## src/rtl/segptr_pkg.sv

```systemverilog
package segptr_pkg;
  typedef struct packed {
    logic start_lim;
    logic end_lim;
    logic ptr;
  } seg_ctr_t;

  localparam seg_ctr_t SEG_INIT = '{start_lim: 1'b0, end_lim: 1'b1, ptr: 1'b0};

  // control word field positions
  localparam int RD_PTR_B   = 0;
  localparam int RD_START_B = 3;
  localparam int RD_END_B   = 6;
  localparam int WR_PTR_B   = 8;
  localparam int WR_START_B = 11;
  localparam int WR_END_B   = 13;
endpackage

```

## src/rtl/segptr_counter.sv

```systemverilog
module segptr_counter
  import segptr_pkg::*;
(
  input  logic     clk,
  input  logic     rst,
  input  logic     clr,
  input  logic     load,
  input  seg_ctr_t load_val,
  input  logic     step,
  output seg_ctr_t state,
  output logic     at_end
);
  assign at_end = (state.ptr == state.end_lim);

  always_ff @(posedge clk) begin
    if (rst || clr) begin
      state <= SEG_INIT;
    end else if (load) begin
      state <= load_val;
    end else if (step) begin
      state.ptr <= at_end ? state.start_lim : ~state.ptr;
    end
  end
endmodule

```

## src/rtl/segptr_readback.sv

```systemverilog
module segptr_readback
  import segptr_pkg::*;
#(
  parameter int CTRL_W = 16,
  parameter int STAT_W = 16
) (
  input  seg_ctr_t                   rd_state,
  input  seg_ctr_t                   wr_state,
  input  logic [STAT_W-1:0]          status_hi,
  output logic [CTRL_W+STAT_W-1:0]   word
);
  always_comb begin
    word = '0;
    word[RD_PTR_B]   = rd_state.ptr;
    word[RD_START_B] = rd_state.start_lim;
    word[RD_END_B]   = rd_state.end_lim;
    word[WR_PTR_B]   = wr_state.ptr;
    word[WR_START_B] = wr_state.start_lim;
    word[WR_END_B]   = wr_state.end_lim;
    word[CTRL_W +: STAT_W] = status_hi;
  end
endmodule

```

## src/rtl/segptr_bank.sv

```systemverilog
module segptr_bank
  import segptr_pkg::*;
#(
  parameter int NUM_SETS = 2,
  parameter int CTRL_W   = 16,
  parameter int STAT_W   = 16,
  localparam int SET_W   = (NUM_SETS > 1) ? $clog2(NUM_SETS) : 1,
  localparam int DATA_W  = CTRL_W + STAT_W
) (
  input  logic              clk,
  input  logic              rst,
  input  logic [SET_W-1:0]  set_sel,
  input  logic              reg_wr,
  input  logic [CTRL_W-1:0] reg_wr_data,
  input  logic              reg_rd,
  input  logic [STAT_W-1:0] status_hi,
  input  logic              rd_adv,
  input  logic              wr_adv,
  input  logic              seg_rst,
  output logic              rd_seg,
  output logic              wr_seg,
  output logic              rd_end_stb,
  output logic              wr_end_stb,
  output logic [DATA_W-1:0] rd_data
);
  seg_ctr_t rd_ld, wr_ld;
  seg_ctr_t rd_st [NUM_SETS];
  seg_ctr_t wr_st [NUM_SETS];
  logic     rd_at_end [NUM_SETS];
  logic     wr_at_end [NUM_SETS];
  logic [DATA_W-1:0] rb_word;

  // decode of the written control word
  always_comb begin
    rd_ld.ptr       = reg_wr_data[RD_PTR_B];
    rd_ld.start_lim = reg_wr_data[RD_START_B];
    rd_ld.end_lim   = reg_wr_data[RD_END_B];
    wr_ld.ptr       = reg_wr_data[WR_PTR_B];
    wr_ld.start_lim = reg_wr_data[WR_START_B];
    wr_ld.end_lim   = reg_wr_data[WR_END_B];
  end

  // reserved and constant-zero positions are intentionally dropped
  logic unused_wr_bits;
  assign unused_wr_bits = ^{reg_wr_data[CTRL_W-1:14], reg_wr_data[12], reg_wr_data[10],
                            reg_wr_data[9], reg_wr_data[7], reg_wr_data[5:4],
                            reg_wr_data[2:1]};

  generate
    for (genvar g = 0; g < NUM_SETS; g++) begin : g_set
      logic active;
      assign active = (set_sel == SET_W'(g));

      segptr_counter u_rd (
        .clk      (clk),
        .rst      (rst),
        .clr      (seg_rst && active),
        .load     (reg_wr && active),
        .load_val (rd_ld),
        .step     (rd_adv && active),
        .state    (rd_st[g]),
        .at_end   (rd_at_end[g])
      );

      segptr_counter u_wr (
        .clk      (clk),
        .rst      (rst),
        .clr      (seg_rst && active),
        .load     (reg_wr && active),
        .load_val (wr_ld),
        .step     (wr_adv && active),
        .state    (wr_st[g]),
        .at_end   (wr_at_end[g])
      );
    end
  endgenerate

  assign rd_seg = rd_st[set_sel].ptr;
  assign wr_seg = wr_st[set_sel].ptr;

  segptr_readback #(
    .CTRL_W (CTRL_W),
    .STAT_W (STAT_W)
  ) u_rb (
    .rd_state  (rd_st[set_sel]),
    .wr_state  (wr_st[set_sel]),
    .status_hi (status_hi),
    .word      (rb_word)
  );

  always_ff @(posedge clk) begin
    if (rst) begin
      rd_end_stb <= 1'b0;
      wr_end_stb <= 1'b0;
      rd_data    <= '0;
    end else begin
      rd_end_stb <= rd_adv && rd_at_end[set_sel];
      wr_end_stb <= wr_adv && wr_at_end[set_sel];
      if (reg_rd) rd_data <= rb_word;
    end
  end
endmodule

```

## config.mk

```make
export PLATFORM = sky130hd
export DESIGN_NAME = segptr_bank
export DESIGN_NICKNAME = d
export VERILOG_FILES = /design/src/rtl/segptr_pkg.sv /design/src/rtl/segptr_counter.sv /design/src/rtl/segptr_readback.sv /design/src/rtl/segptr_bank.sv
export SDC_FILE = /design/constraint.sdc
export NUM_CORES = 1
export LEC_CHECK = 0
export ABC_AREA = 0
export BUFFER_PORTS_ARGS = -buffer_cell sky130_fd_sc_hd__buf_2
export CORE_MARGIN = 3
export CORE_UTILIZATION = 50
export DETAILED_ROUTE_END_ITERATION = 6
export PLACE_DENSITY_LB_ADDON = 0.2
export RECOVER_POWER = 100
export SYNTH_ARGS = -nofsm -noshare
export SYNTH_HDL_FRONTEND = slang
export SYNTH_SLANG_ARGS = --single-unit
```

## constraint.sdc

```tcl
create_clock -name clk -period 1.8 [get_ports clk]
set_clock_uncertainty 0.05 [all_clocks]
set_input_delay 0.18 -clock clk [delete_from_list [all_inputs] [get_ports clk]]
set_output_delay 0.18 -clock clk [all_outputs]
set_load 0.05 [all_outputs]
```

==> results.cfg <==
[clock_tree]
cts_tree = done
holdBufCountCts = 0
cts_resized = 0
clock-sinks = 36
cts_max_path_buffers = 2
clockRootBuffer = clkbuf_4
clock_latency_ns = 0.34
cts.htree.levels = 2
cts_inserted_buffers = 5
cts.clk_slew.worst_paths_ns = 0.10
cts_setup_buffers = 0

[global_route]
antenna_found_initial = 0
grt_max_degree = 33
grt_pass1_wl_um = 5900
grt_pass1_vias = 1333
overflow = 0
grt_usage = 0.185

[routing]
ant_nets = 0
routed_via_density = 5.19
vias = 1422
drt_pass1_iterations = 4
wl_um = 3590
drcViolationCount = 0
drt_iter0_markers = 60
wire_per_inst_um = 13.1

[layout]
n_fill_cell = 321
seq_area_sq_um = 721
post-route-util = 0.623
layout-drive-gt1-share = 0.191
multiInputGateArea_sq_um = 803
syn2layout_area_growth_pct = 16.9
antennaDiodeCount = 0
final_nets = 269

[sta]
min_period_over_period = 0.879
period_minus_slack_ns = 1.58
max_freq_mhz = 632
rsz0062_at_grt = false
max_slew_margin = -0.00387
slew_violations = 26
hold_violations = 0
tightest_slew_ns = 1.51
setup_viol = 0
fin_setup_tns_ns = 0

[critical_path]
r2r_slack_ns = 0.58
path_class = reg -> out
crit_path_max_fanout = 7
setup.worst_path.end_class = output pin
crit_required_ns = 1.57
worstPathArrival_ns = 1.35
cp_cell_sequence = mux2_2 > clkbuf_2
cpLargestDelayFamily = flip-flops
max_stage_delay_ns = 0.48
worst-path-buf-inv = 1
cp_slowest_cell = dfxtp_1
start_kind = flop

[die]
die-area_sq_um = 4030
pin_count = 76
die_h_um = 63.5
coreArea_sq_um = 3100
fp-row-count = 20
initial_core_util = 0.533
die_w_um = 63.5

[placement]
dp_hpwl_um = 2670
io_buffers = 55
gp_congestion = 0.834

[min_path]
hold_path_class = in -> reg

[status]
violations = capacitance limit, slew limit
status = finished, violations left

[power]
vdd_ir_drop_max_v = 0.000653
finalPower_mw = 1.88
seq_power_share = 0.462
p_int_mw = 1.31
p_sw_uw = 573
pwr-share-comb = 0.202
power_density_nw_per_um2 = 975
p_leak_nw = 0.838
swShare = 0.304
clock_power_share = 0.336

[yosys]
async_flop_share = 0
synth_edf_count = 0
synth_seq_area_share = 0.436
yosysWarningCount = 0
dominantRegCellSynth = dfxtp_1
synth_seq_cells = 36
syn_avg_cell_area_sq_um = 9.23
yosysUniqueCellTypes = 35
netlist_area_sq_um = 1650
netlist_instances = 179

[job]
drv_cap = 1
## synth_stat cells (3+ instances only)
| cell type | count | area, sq um |
|---|---|---|
| buf_4 | 12 | 90.1 |
| buf_2 | 3 | 15.0 |
| mux2i_1 | 22 | 220 |
| nor2_1 | 35 | 131 |
| clkbuf_1 | 4 | 15.0 |
| nand2_1 | 8 | 30.0 |
| nand3_1 | 7 | 35.0 |
| o221ai_1 | 3 | 26.3 |
| nand4b_1 | 3 | 26.3 |
| a211oi_1 | 4 | 30.0 |
| xnor2_1 | 4 | 35.0 |
| dfxtp_1 | 36 | 721 |
| o21ai_0 | 3 | 15.0 |
| a21oi_1 | 6 | 30.0 |
| a31oi_1 | 3 | 18.8 |
## routing by layer
metal,track usage,share of wire,vias up
met5,0,0,-
met4,0.0539,0.012,0
met3,0.0660,0.067,5
met2,0.322,0.50,51
met1,0.211,0.42,659
li1,-,-,707
## state kept, by name, summed over array words and instances (netlist names)
signal / flops
g_set.u_rd.state: 6
g_set.u_wr.state: 6
rd_data: 22
rd_end_stb: 1
wr_end_stb: 1
## kinds of logic after synthesis
family                    share of synthesized area
DFF                                           0.436
xor gates and xnor gates                     0.0212
muxes                                         0.147
and+or+nand+nor                               0.169
other                                       0.00227
AOI/OAI and AO/OA                             0.129
buffers and inverters                        0.0954
## power by group through the flow
| stage | clock (mW) | combinational (mW) | sequential [mW] |
|---|---|---|---|
| 2_1_floorplan | 0 | 0.217 | 0.987 |
| 3_3_place_gp | 0 | 0.380 | 0.884 |
| 3_5_place_dp | 0 | 0.389 | 0.887 |
| 4_1_cts | 0.647 | 0.391 | 0.869 |
| 5_1_grt | 0.681 | 0.408 | 0.878 |
| 6_report | 0.632 | 0.380 | 0.870 |
## cells in the final DEF (no fill, tap or decap), types with 2 or more instances in the layout
cell      synthesis  final
clkbuf_2          1      2
nand4b_1          3      3
clkbuf_4          0      5
xnor2_1           4      4
clkbuf_1          4     26
nor4b_1           2      2
nor2_1           35     35
mux2i_1          22     22
a211oi_1          4      5
a31oi_1           3      3
dfxtp_1          36     36
mux2_2            2      2
a21oi_1           6      6
o221ai_1          3      3
clkbuf_8          0      2
conb_1            1     10
o21ai_0           3      3
nand3_1           7      7
nand2_1           8      8
nand2b_1          2      2
buf_2             3     28
a32oi_1           2      2
o22ai_1           2      2
## tightest hold or removal path, delay by kind of cell
kind	cells	cell delay (ns)
muxes	1	0.05
buffers and inverters	1	0.07
and+or+nand+nor	1	0.07
## path summary, 6_finish.rpt
path / from / end / cells after the start
min reg2reg: g_set[1].u_rd.state[2]$_SDFFE_PP0P_ / g_set[1].u_rd.state[2]$_SDFFE_PP0P_ / 2
max reg2reg: g_set[0].u_rd.state[0]$_SDFFE_PP0P_ / g_set[0].u_rd.state[0]$_SDFFE_PP0P_ / 4
max: g_set[0].u_rd.state[0]$_SDFFE_PP0P_ / rd_seg / 2
min: status_hi[1] / rd_data[17]$_SDFFE_PP0P_ / 3
## stage by stage
stage | area [sq um] | cells | hold slack [ns] | setup WS [ns]
5_1_grt | 1930 | 274 | 0.0257 | 0.160
3_3_place_gp | 1880 | 266 | 0.363 | 0.450
6_report | 1930 | 274 | 0.0174 | 0.217
4_1_cts | 1970 | 274 | 0.00865 | 0.232
3_5_place_dp | 1880 | 266 | 0.375 | 0.443
2_1_floorplan | 1690 | 188 | 0.232 | 0.583
## area by class of cell
| class | instances | area share |
|---|---|---|
| clock buffers | 7 | 0.0337 |
| clock inverters | 1 | 0.0155 |
| inverters | 2 | 0.00518 |
| multi-input cells | 128 | 0.416 |
| flip-flops and latches | 36 | 0.373 |
| well taps | 44 | 0.0285 |
| repair buffers | 56 | 0.128 |
No activity file was read; power rests on OpenSTA's default activity.
